--- src/rtl/fetch_pkg.sv ---
package fetch_pkg;
  localparam int WORD_W = 16;
  localparam int LIT_W  = 12;

  typedef enum logic [2:0] {
    K_NOP    = 3'd0,
    K_SINGLE = 3'd1,
    K_BRANCH = 3'd2,
    K_JUMP   = 3'd3,
    K_MOVE   = 3'd4
  } ins_kind_e;

  typedef enum logic [2:0] {
    C_PLAIN,
    C_TAIL,
    C_BRANCH,
    C_JMP1,
    C_MOV1
  } word_class_e;

  localparam logic [7:0] JMP1_TOP   = 8'hEF;
  localparam logic [3:0] MOV1_TOP   = 4'hC;
  localparam logic [3:0] TAIL_TOP   = 4'hF;
  localparam logic [4:0] BRANCH_TOP = 5'b11010;
endpackage

--- src/rtl/fetch_classify.sv ---
module fetch_classify
  import fetch_pkg::*;
(
  input  logic [7:0]  top_i,
  output word_class_e cls_o
);
  always_comb begin
    if (top_i[7:4] == TAIL_TOP)        cls_o = C_TAIL;
    else if (top_i == JMP1_TOP)        cls_o = C_JMP1;
    else if (top_i[7:4] == MOV1_TOP)   cls_o = C_MOV1;
    else if (top_i[7:3] == BRANCH_TOP) cls_o = C_BRANCH;
    else                               cls_o = C_PLAIN;
  end
endmodule

--- src/rtl/fetch_target.sv ---
module fetch_target #(
  parameter int ADDR_W = 21
) (
  input  logic [ADDR_W-1:0] pc_i,
  input  logic [7:0]        jlo_i,
  input  logic [11:0]       jhi_i,
  input  logic [10:0]       boff_i,
  output logic [ADDR_W-1:0] seq_o,
  output logic [ADDR_W-1:0] skip_o,
  output logic [ADDR_W-1:0] br_o,
  output logic [ADDR_W-1:0] jmp_o
);
  localparam int JW   = 20;
  localparam int WA_W = ADDR_W - 1;
  localparam int OFF_W = 11;
  localparam logic [ADDR_W-1:0] STEP = ADDR_W'(2);

  logic [JW-1:0]     jword;
  logic [ADDR_W-1:0] off_bytes;

  assign jword     = {jhi_i, jlo_i};
  assign off_bytes = {{(ADDR_W-OFF_W-1){boff_i[OFF_W-1]}}, boff_i, 1'b0};

  assign seq_o  = pc_i + STEP;
  assign skip_o = pc_i + STEP + STEP;
  assign br_o   = pc_i + STEP + off_bytes;

  generate
    if (WA_W > JW) begin : g_wide
      assign jmp_o = {{(WA_W-JW){1'b0}}, jword, 1'b0};
    end else if (WA_W == JW) begin : g_exact
      assign jmp_o = {jword, 1'b0};
    end else begin : g_narrow
      assign jmp_o = {jword[WA_W-1:0], 1'b0};
    end
  endgenerate
endmodule

--- src/rtl/fetch_seq.sv ---
module fetch_seq
  import fetch_pkg::*;
#(
  parameter int ADDR_W = 21
) (
  input  logic              clk,
  input  logic              rst_n,
  output logic [ADDR_W-1:0] imem_addr,
  input  logic [15:0]       imem_rdata,
  input  logic              skip_req,
  input  logic              br_taken,
  output logic              ins_valid,
  input  logic              ins_ready,
  output logic [2:0]        ins_kind,
  output logic [ADDR_W-1:0] ins_addr,
  output logic [15:0]       ins_word,
  output logic [ADDR_W-1:0] ins_target,
  output logic [11:0]       ins_src,
  output logic [11:0]       ins_dst
);
  logic [ADDR_W-1:0] pc_q, nxt_pc;
  logic              pend_q, nxt_pend;
  logic              hold_jmp_q;
  logic [15:0]       hold_w_q;
  logic [ADDR_W-1:0] hold_pc_q;
  logic              load_hold;
  logic              fire;
  word_class_e       cls;
  logic [ADDR_W-1:0] seq_pc, skip_pc, br_pc, jmp_pc;

  fetch_classify u_cls (
    .top_i (imem_rdata[15:8]),
    .cls_o (cls)
  );

  fetch_target #(.ADDR_W(ADDR_W)) u_tgt (
    .pc_i   (pc_q),
    .jlo_i  (hold_w_q[7:0]),
    .jhi_i  (imem_rdata[11:0]),
    .boff_i (imem_rdata[10:0]),
    .seq_o  (seq_pc),
    .skip_o (skip_pc),
    .br_o   (br_pc),
    .jmp_o  (jmp_pc)
  );

  assign imem_addr = pc_q;
  assign fire      = ins_valid && ins_ready;

  always_comb begin
    ins_valid  = 1'b0;
    ins_kind   = K_NOP;
    ins_addr   = pc_q;
    ins_word   = imem_rdata;
    ins_target = '0;
    ins_src    = '0;
    ins_dst    = '0;
    nxt_pc     = pc_q;
    nxt_pend   = pend_q;
    load_hold  = 1'b0;
    if (!pend_q) begin
      unique case (cls)
        C_JMP1, C_MOV1: begin
          load_hold = 1'b1;
          nxt_pend  = 1'b1;
          nxt_pc    = seq_pc;
        end
        C_TAIL: begin
          ins_valid = 1'b1;
          ins_kind  = K_NOP;
          if (ins_ready) nxt_pc = seq_pc;
        end
        C_BRANCH: begin
          ins_valid  = 1'b1;
          ins_kind   = K_BRANCH;
          ins_target = br_pc;
          if (ins_ready) nxt_pc = br_taken ? br_pc : seq_pc;
        end
        default: begin
          ins_valid = 1'b1;
          ins_kind  = K_SINGLE;
          if (ins_ready) nxt_pc = skip_req ? skip_pc : seq_pc;
        end
      endcase
    end else begin
      ins_valid = 1'b1;
      ins_addr  = hold_pc_q;
      ins_word  = hold_w_q;
      if (cls == C_TAIL) begin
        if (hold_jmp_q) begin
          ins_kind   = K_JUMP;
          ins_target = jmp_pc;
          if (ins_ready) nxt_pc = jmp_pc;
        end else begin
          ins_kind = K_MOVE;
          ins_src  = hold_w_q[11:0];
          ins_dst  = imem_rdata[11:0];
          if (ins_ready) nxt_pc = seq_pc;
        end
      end else begin
        ins_kind = K_NOP;
        nxt_pc   = pc_q;
      end
      if (ins_ready) nxt_pend = 1'b0;
    end
  end

  always_ff @(posedge clk or negedge rst_n) begin
    if (!rst_n) begin
      pc_q       <= '0;
      pend_q     <= 1'b0;
      hold_jmp_q <= 1'b0;
      hold_w_q   <= '0;
      hold_pc_q  <= '0;
    end else begin
      pc_q   <= nxt_pc;
      pend_q <= nxt_pend;
      if (load_hold) begin
        hold_jmp_q <= (cls == C_JMP1);
        hold_w_q   <= imem_rdata;
        hold_pc_q  <= pc_q;
      end
    end
  end

  p_hold_stable_r3: assert property (@(posedge clk) disable iff (!rst_n)
    ins_valid && !ins_ready |=> ins_valid && $stable(ins_addr) && $stable(ins_kind)
      && $stable(ins_word) && $stable(imem_addr));

  p_first_absorbed_r4: assert property (@(posedge clk) disable iff (!rst_n)
    !pend_q && (imem_rdata[15:8] == JMP1_TOP || imem_rdata[15:12] == MOV1_TOP)
      |=> ins_valid && ins_addr == $past(imem_addr)
      && imem_addr == ADDR_W'($past(imem_addr) + ADDR_W'(2)));

  p_seq_step_r2: assert property (@(posedge clk) disable iff (!rst_n)
    fire && ins_kind == K_SINGLE && !skip_req
      |=> imem_addr == ADDR_W'($past(imem_addr) + ADDR_W'(2)));

  p_skip_one_word_r8: assert property (@(posedge clk) disable iff (!rst_n)
    fire && ins_kind == K_SINGLE && skip_req
      |=> imem_addr == ADDR_W'($past(imem_addr) + ADDR_W'(4)));

  p_lone_tail_r9: assert property (@(posedge clk) disable iff (!rst_n)
    !pend_q && imem_rdata[15:12] == TAIL_TOP |-> ins_valid && ins_kind == K_NOP);

  p_orphan_refetch_r10: assert property (@(posedge clk) disable iff (!rst_n)
    pend_q && imem_rdata[15:12] != TAIL_TOP && ins_ready
      |=> !pend_q && imem_addr == $past(imem_addr));
endmodule

--- config.mk ---
export PLATFORM = sky130hd
export DESIGN_NAME = fetch_seq
export DESIGN_NICKNAME = d
export VERILOG_FILES = /design/src/rtl/fetch_pkg.sv /design/src/rtl/fetch_classify.sv /design/src/rtl/fetch_target.sv /design/src/rtl/fetch_seq.sv
export SDC_FILE = /design/constraint.sdc
export NUM_CORES = 1
export LEC_CHECK = 0
export ABC_AREA = 1
export BUFFER_PORTS_ARGS = -buffer_cell sky130_fd_sc_hd__clkbuf_2
export CAP_MARGIN = 30
export CORE_UTILIZATION = 45
export DETAILED_ROUTE_END_ITERATION = 8
export HOLD_SLACK_MARGIN = 0.1
export MAX_ROUTING_LAYER = met4
export PLACE_DENSITY = 0.73
export SLEW_MARGIN = 30
export SYNTH_ARGS = -nofsm -noshare
export SYNTH_HDL_FRONTEND = slang
export SYNTH_SLANG_ARGS = --single-unit
--- constraint.sdc ---
create_clock -name clk -period 3.3 [get_ports clk]
set_clock_uncertainty 0.1 [all_clocks]
set_input_delay 0.165 -clock clk [delete_from_list [all_inputs] [get_ports clk]]
set_output_delay 0.165 -clock clk [all_outputs]
set_load 0.005 [all_outputs]
==> results of run 1 <==
power groups by stage:
stage / Combinational [W] / Clock [W] / Sequential (W)
after floorplan: 0.00235 / 0 / 0.00114
after global placement: 0.00357 / 0 / 0.00115
after detailed placement: 0.00356 / 0 / 0.00116
after CTS: 0.00385 / 0.00103 / 0.00116
after global routing: 0.00488 / 0.00106 / 0.00121
final: 0.00449 / 0.00103 / 0.00118
cell type report:
type | instances | area (µm²)
repair buffers | 217 | 1360
clock inverters | 3 | 45.0
clock buffers | 13 | 280
multi-input cells | 829 | 4730
fillers | 1323 | 5340
inverters | 113 | 442
flip-flops and latches | 58 | 1470
well taps | 180 | 225
per-layer routing:
metal	track usage	wire length, µm
met1	0.482	11000
met3	0.0428	1950
met2	0.531	11100
met4	0.146	932
met5	-	0
cells in the final DEF, fill, tap and decap left out, types with 5 or more instances in the layout:
master,netlist,final
o21ai_0,137,130
o211ai_1,8,8
o22ai_1,16,16
xor2_1,12,10
inv_2,3,12
nor2_4,6,12
a21oi_1,54,44
a21o_1,5,5
nor3_1,13,11
nand4_1,12,12
ha_1,23,7
nor2_1,107,99
dfrtp_2,0,11
clkbuf_16,0,9
buf_2,7,5
nand3_1,55,50
inv_1,107,95
nand2_1,287,270
nand3_2,6,11
nand2_2,17,30
xnor2_1,9,8
nor2_2,6,8
nand3b_1,5,5
dlygate4sd3_1,0,13
a31oi_1,6,5
buf_4,4,78
dfrtp_1,58,47
nand2_4,3,6
ha_4,0,15
o21ai_1,10,13
clkbuf_2,0,119
a21oi_2,4,13
worst min path at each step:
stage / startpoint / to / slack [ns] / cells past startpoint
final: imem_rdata[9] / hold_w_q[9] / 0.12 / 3
after global routing: imem_rdata[9] / hold_w_q[9] / 0.14 / 3
after CTS: imem_rdata[9] / hold_w_q[9] / 0.11 / 3
after detailed placement: rst_n / hold_w_q[9] / 0.16 / 1
after floorplan: rst_n / hold_jmp_q / -0.23 / 0
after global placement: rst_n / hold_w_q[9] / 0.15 / 1
cells by family after synthesis:
| group | Yosys count | synth area share |
|---|---|---|
| simple gates | 530 | 0.374 |
| compound gates | 250 | 0.212 |
| flops | 58 | 0.227 |
| buf+inv | 158 | 0.106 |
| xor+xnor | 22 | 0.0331 |
| fa+ha+maj | 24 | 0.0481 |
| other cells | 1 | 0.000586 |
stage by stage:
stage	std cells	power, W	worst slack (ns)
floorplan	1045	0.00349	0.369
global placement	1355	0.00472	-0.0409
detailed placement	1355	0.00473	-0.0180
CTS	1391	0.00605	-0.0139
global route	1413	0.00715	-0.110
finish	1413	0.00670	0.0192
sequential cells by signal, indices dropped and copies added, names as in the netlist:
| name | count |
|---|---|
| imem_addr | 20 |
| hold_w_q | 16 |
| hold_jmp_q | 1 |
| hold_pc_q | 20 |
| pend_q | 1 |
critical path: cells and delay by family (launching register included):
| family | cells | cell delay, ns |
|---|---|---|
| buffers and inverters | 4 | 0.51 |
| and+or+nand+nor | 11 | 0.94 |
| DFF | 1 | 0.44 |
| adders and majority gates | 2 | 0.51 |
| AOI/OAI and AO/OA | 2 | 0.27 |
repair_timing:
item,4_1_cts,5_1_grt
setup buffers,7,22
pin swaps,12,29
hold buffers,13,0
resized for setup,47,76
setup endpoints to repair,14,18
hold endpoints to repair,38,0
==> results.json, run 1 <==
{
  "status": "completed",
  "synth_largest_area_cell": "dfrtp_1",
  "grt_pass1_vias": 6982,
  "antenna_found_initial": 0,
  "dr.pass1.iters": 5,
  "min-delay-path-class": "in2reg",
  "ioPinCount": 128,
  "cts_max_level": 3,
  "slew_headroom": 0.385,
  "r2r_cells": 18,
  "syn_avg_cell_area_um2": 6.13,
  "finalCriticalPeriod_ns": 3.28,
  "hold_slack_ns": 0.116,
  "ctsRootBufferMaster": "clkbuf_16",
  "grt_max_degree": 48,
  "cts_buffers": 9,
  "synth_cell_types": 50,
  "crit_type": "reg2out",
  "cts_sinks": 58,
  "synthCells": 1043,
  "fin_area_um2": 8540,
  "wire_per_inst_um": 17.7,
  "timing_hold_violations_final": 0,
  "die_area_um2": 14700,
  "clkPwrFrac": 0.153,
  "p_per_area_nw_per_um2": 785,
  "synth_top_area_share": 0.227,
  "crit_chain": "ha_4, nand2_8, nor2_4, buf_4, nand2_2, nand2_1, nand2_2, inv_2, ha_4, nand2_2, nor2_2, nand4_1, o211ai_1, buf_4, nand2_1, nand3b_1, nand3_1, o21ai_0, buf_2",
  "syn_area_um2": 6400,
  "startpoint": "imem_addr[1]",
  "drv_cap": 0,
  "overflow": 0,
  "maxSlewViolCount": 0,
  "swShare": 0.488,
  "cts_tree": "yes",
  "synth_flop_cell": "dfrtp_1",
  "synthArstFlopShare": 1.00,
  "drt_iter0_markers": 682,
  "via_per_inst": 5.57,
  "ys_seq_area_frac": 0.227,
  "crit_path_top_delay_cell": "dfrtp_2",
  "core_area_um2": 13900,
  "final_util": 0.615,
  "place.gp.congestion": 0.992,
  "fp.dieW_um": 121,
  "drt-total-wl_um": 25000,
  "start_util": 0.461,
  "period_share": 0.994,
  "ir_worst_vdd_mv": 0.337,
  "die_h_um": 121,
  "worstPathRequired_ns": 3.03,
  "clk_latency_ns": 0.35,
  "r2r_start": "imem_addr[1]",
  "synth-edff-count": 0,
  "grt_pass1_wl_um": 38400,
  "rsz0062_at_grt": "yes",
  "r2r_end": "imem_addr[10]",
  "rrSetupSlack_ns": 0.13,
  "fin_nets": 1273,
  "placementRows": 43,
  "worstMarginPinSlew_ns": 0.921,
  "sequentialPowerShare": 0.176,
  "cp_max_fo": 5,
  "grtUsageTotal": 0.354,
  "end_kind": "output port",
  "detail-route-antenna-nets": 0,
  "critPathCapture": "ins_target[15]",
  "setup_viol": 0,
  "synth_most_common_cell": "nand2_1",
  "setup_tns_ns": 0,
  "synth.ff_latch_count": 58,
  "antenna_cells": 0,
  "vias": 7871,
  "drive_above_1_share": 0.298,
  "power.net_switching_w": 0.00327,
  "p_leak_nw": 4.21,
  "start_kind": "register",
  "port_buffers": 124,
  "drc": 0,
  "worstPathArrival_ns": 3.02,
  "crit_path_max_incr_delay_ns": 0.44,
  "fmax_mhz": 305,
  "ys_warn_count": 0,
  "p_int_w": 0.00343,
  "synthTopCellsByCount": "287 x nand2_1, 137 x o21ai_0, 107 x inv_1, 107 x nor2_1, 58 x dfrtp_1",
  "cts_buffer_depth": 2,
  "syn_to_final_growth_pct": 33.5,
  "combinationalPowerShare": 0.670,
  "placement.cell_area_um2": 7390,
  "dp_hpwl_um": 18900,
  "ys_top_cells_by_area": "dfrtp_1 23%, nand2_1 17%, o21ai_0 11%, inv_1 6.3%, nor2_1 6.3%",
  "clk_pin_slew_worst_paths_ns": 0.05,
  "crit_top_cell": "nand2_2"
}
(Power assumes the default switching activity.)
==> run 2, diff against run 1 <==
- BUFFER_PORTS_ARGS: -buffer_cell sky130_fd_sc_hd__clkbuf_2 -> default
- DONT_BUFFER_PORTS: default -> 1
- PLACE_DENSITY: 0.73 -> default
==> results.json, run 2 (synthesis results as in run 1) <==
{
  "ir_worst_vdd_mv": 0.386,
  "core_area_um2": 13900,
  "crit_family": "simple AND/OR/NAND/NOR gates",
  "worstPathArrival_ns": 3.00,
  "via_per_inst": 5.61,
  "min-delay-path-class": "in2reg",
  "cts_buffers": 9,
  "die_area_um2": 14700,
  "worstPathRequired_ns": 3.03,
  "place.gp.congestion": 0.975,
  "drc": 0,
  "worstMarginPinSlew_ns": 0.857,
  "start_kind": "register",
  "grtUsageTotal": 0.340,
  "crit_path_max_incr_delay_ns": 0.41,
  "placementRows": 43,
  "cp_max_fo": 6,
  "slew_headroom": 0.427,
  "sequentialPowerShare": 0.188,
  "clk_latency_ns": 0.35,
  "p_leak_nw": 3.70,
  "crit_path_top_delay_cell": "dfrtp_1",
  "ioPinCount": 128,
  "crit_type": "reg2out",
  "regArea_um2": 1460,
  "overflow": 0,
  "cp.depth": 18,
  "finalCriticalPeriod_ns": 3.27,
  "rsz0062_at_grt": "yes",
  "grt_pass1_wl_um": 36400,
  "syn_to_final_growth_pct": 24.0,
  "fillers": 1386,
  "holdPathStages": 6,
  "timing_hold_violations_final": 0,
  "vias": 7264,
  "drt_iter0_markers": 765,
  "p_per_area_nw_per_um2": 802,
  "detail-route-antenna-nets": 0,
  "cts_buffer_depth": 2,
  "fin_nets": 1154,
  "drv_cap": 0,
  "fp.dieW_um": 121,
  "period_share": 0.991,
  "crit_chain": "buf_6, nand2_2, nor2_8, nand3_4, inv_1, nand3_1, nand2_2, ha_4, buf_4, nand2_1, nand2_1, a21oi_1, nor2_1, nor3_2, nand3_1, nand2_2, o22ai_2, buf_4",
  "maxSlewViolCount": 0,
  "grt_max_degree": 78,
  "end_kind": "output port",
  "crit_top_cell": "nand2_2",
  "status": "completed",
  "fmax_mhz": 306,
  "p_int_w": 0.00316,
  "die_h_um": 121,
  "setup_viol": 0,
  "start_util": 0.461,
  "clk_pin_slew_worst_paths_ns": 0.06,
  "dp.cells": 1244,
  "clkPwrFrac": 0.151,
  "port_buffers": 0,
  "grt_pass1_vias": 6386,
  "final_util": 0.571,
  "dp_hpwl_um": 18100,
  "final_common_cell": "nand2_1",
  "cts_sinks": 58,
  "cts_max_level": 3,
  "r2r_cells": 20,
  "antenna_found_initial": 0,
  "drt-total-wl_um": 24600,
  "path_buf_inv": 4,
  "power.net_switching_w": 0.00319,
  "antenna_cells": 0,
  "multi_input_comb_area_um2": 4710,
  "final_cell_mix": "273 x nand2_1, 131 x o21ai_0, 100 x nor2_1",
  "ctsRootBufferMaster": "clkbuf_16",
  "cts_tree": "yes",
  "setup_tns_ns": 0,
  "layout.cells.non_filler": 1294,
  "dr.pass1.iters": 5,
  "swShare": 0.502,
  "combinationalPowerShare": 0.661,
  "wire_per_inst_um": 19.0,
  "drive_above_1_share": 0.212
}
## run 2: worst paths after layout
check / from / to / slack (ns)
setup / recovery: imem_addr[2] / ins_target[19] / 0.03
max in group asynchronous: rst_n / imem_addr[13] / 2.57
setup reg to reg: imem_addr[2] / imem_addr[18] / 0.22
hold reg to reg: hold_w_q[14] / hold_w_q[14] / 0.36
hold / removal: skip_req / imem_addr[8] / 0.11
min in group asynchronous: rst_n / hold_pc_q[2] / 0.25
## run 2: stage by stage
stage          total power (W)  hold slack (ns)  worst slack, ns  instance area, µm²
2_1_floorplan          0.00349           -0.231            0.369                6400
3_3_place_gp           0.00466           -0.229            0.120                6860
3_5_place_dp           0.00465           -0.229           0.0985                6860
4_1_cts                0.00571            0.102          -0.0409                7410
5_1_grt                0.00677            0.114           -0.107                7930
6_report               0.00636            0.105           0.0309                7930
## run 2: what timing repair did
action / CTS / global route
hold buffers: 19 / 0
pin swaps: 0 / 29
setup buffers: 0 / 15
gates resized for setup: 14 / 95
endpoints found under the hold margin: 77 / 0
setup endpoints to repair: 6 / 18
## run 2: cell type report
cell class / count / area share
multi-input combinational: 829 / 0.593
sequential: 58 / 0.185
timing repair buffer: 98 / 0.102
inverter: 113 / 0.0547
clock buffer: 9 / 0.0284
tap: 180 / 0.0284
clock inverter: 7 / 0.00868
## run 2: worst reg2reg max path, cell delays in order (launching register included)
cell,delay [ns]
dfrtp_1,0.42
ha_4,0.19
buf_4,0.13
inv_1,0.04
nand2_1,0.10
nand2_2,0.13
inv_2,0.09
ha_4,0.31
nand2_1,0.05
o21ai_0,0.14
buf_4,0.18
nand2_1,0.07
nand2_2,0.10
a21o_1,0.21
nand2_2,0.08
nand2_1,0.07
nand2_1,0.06
nand3_1,0.10
nand2_1,0.06
a21oi_1,0.24
a21oi_2,0.08
## run 2: routing by layer
metal / track usage / wire length [µm] / up-vias / part of all wire
li1: - / - / 3569 / -
met1: 0.468 / 10800 / 3241 / 0.44
met2: 0.497 / 10900 / 415 / 0.44
met3: 0.0695 / 2400 / 39 / 0.098
met4: 0.103 / 565 / 0 / 0.023
met5: - / 0 / - / 0
## run 2: power groups by stage
stage                     Combinational, W  Clock (W)  Sequential [W]
after floorplan                    0.00235          0         0.00114
after global placement             0.00350          0         0.00117
after detailed placement           0.00348          0         0.00118
after CTS                          0.00357   0.000966         0.00118
after global routing               0.00455   0.000995         0.00123
final                              0.00421   0.000957         0.00120
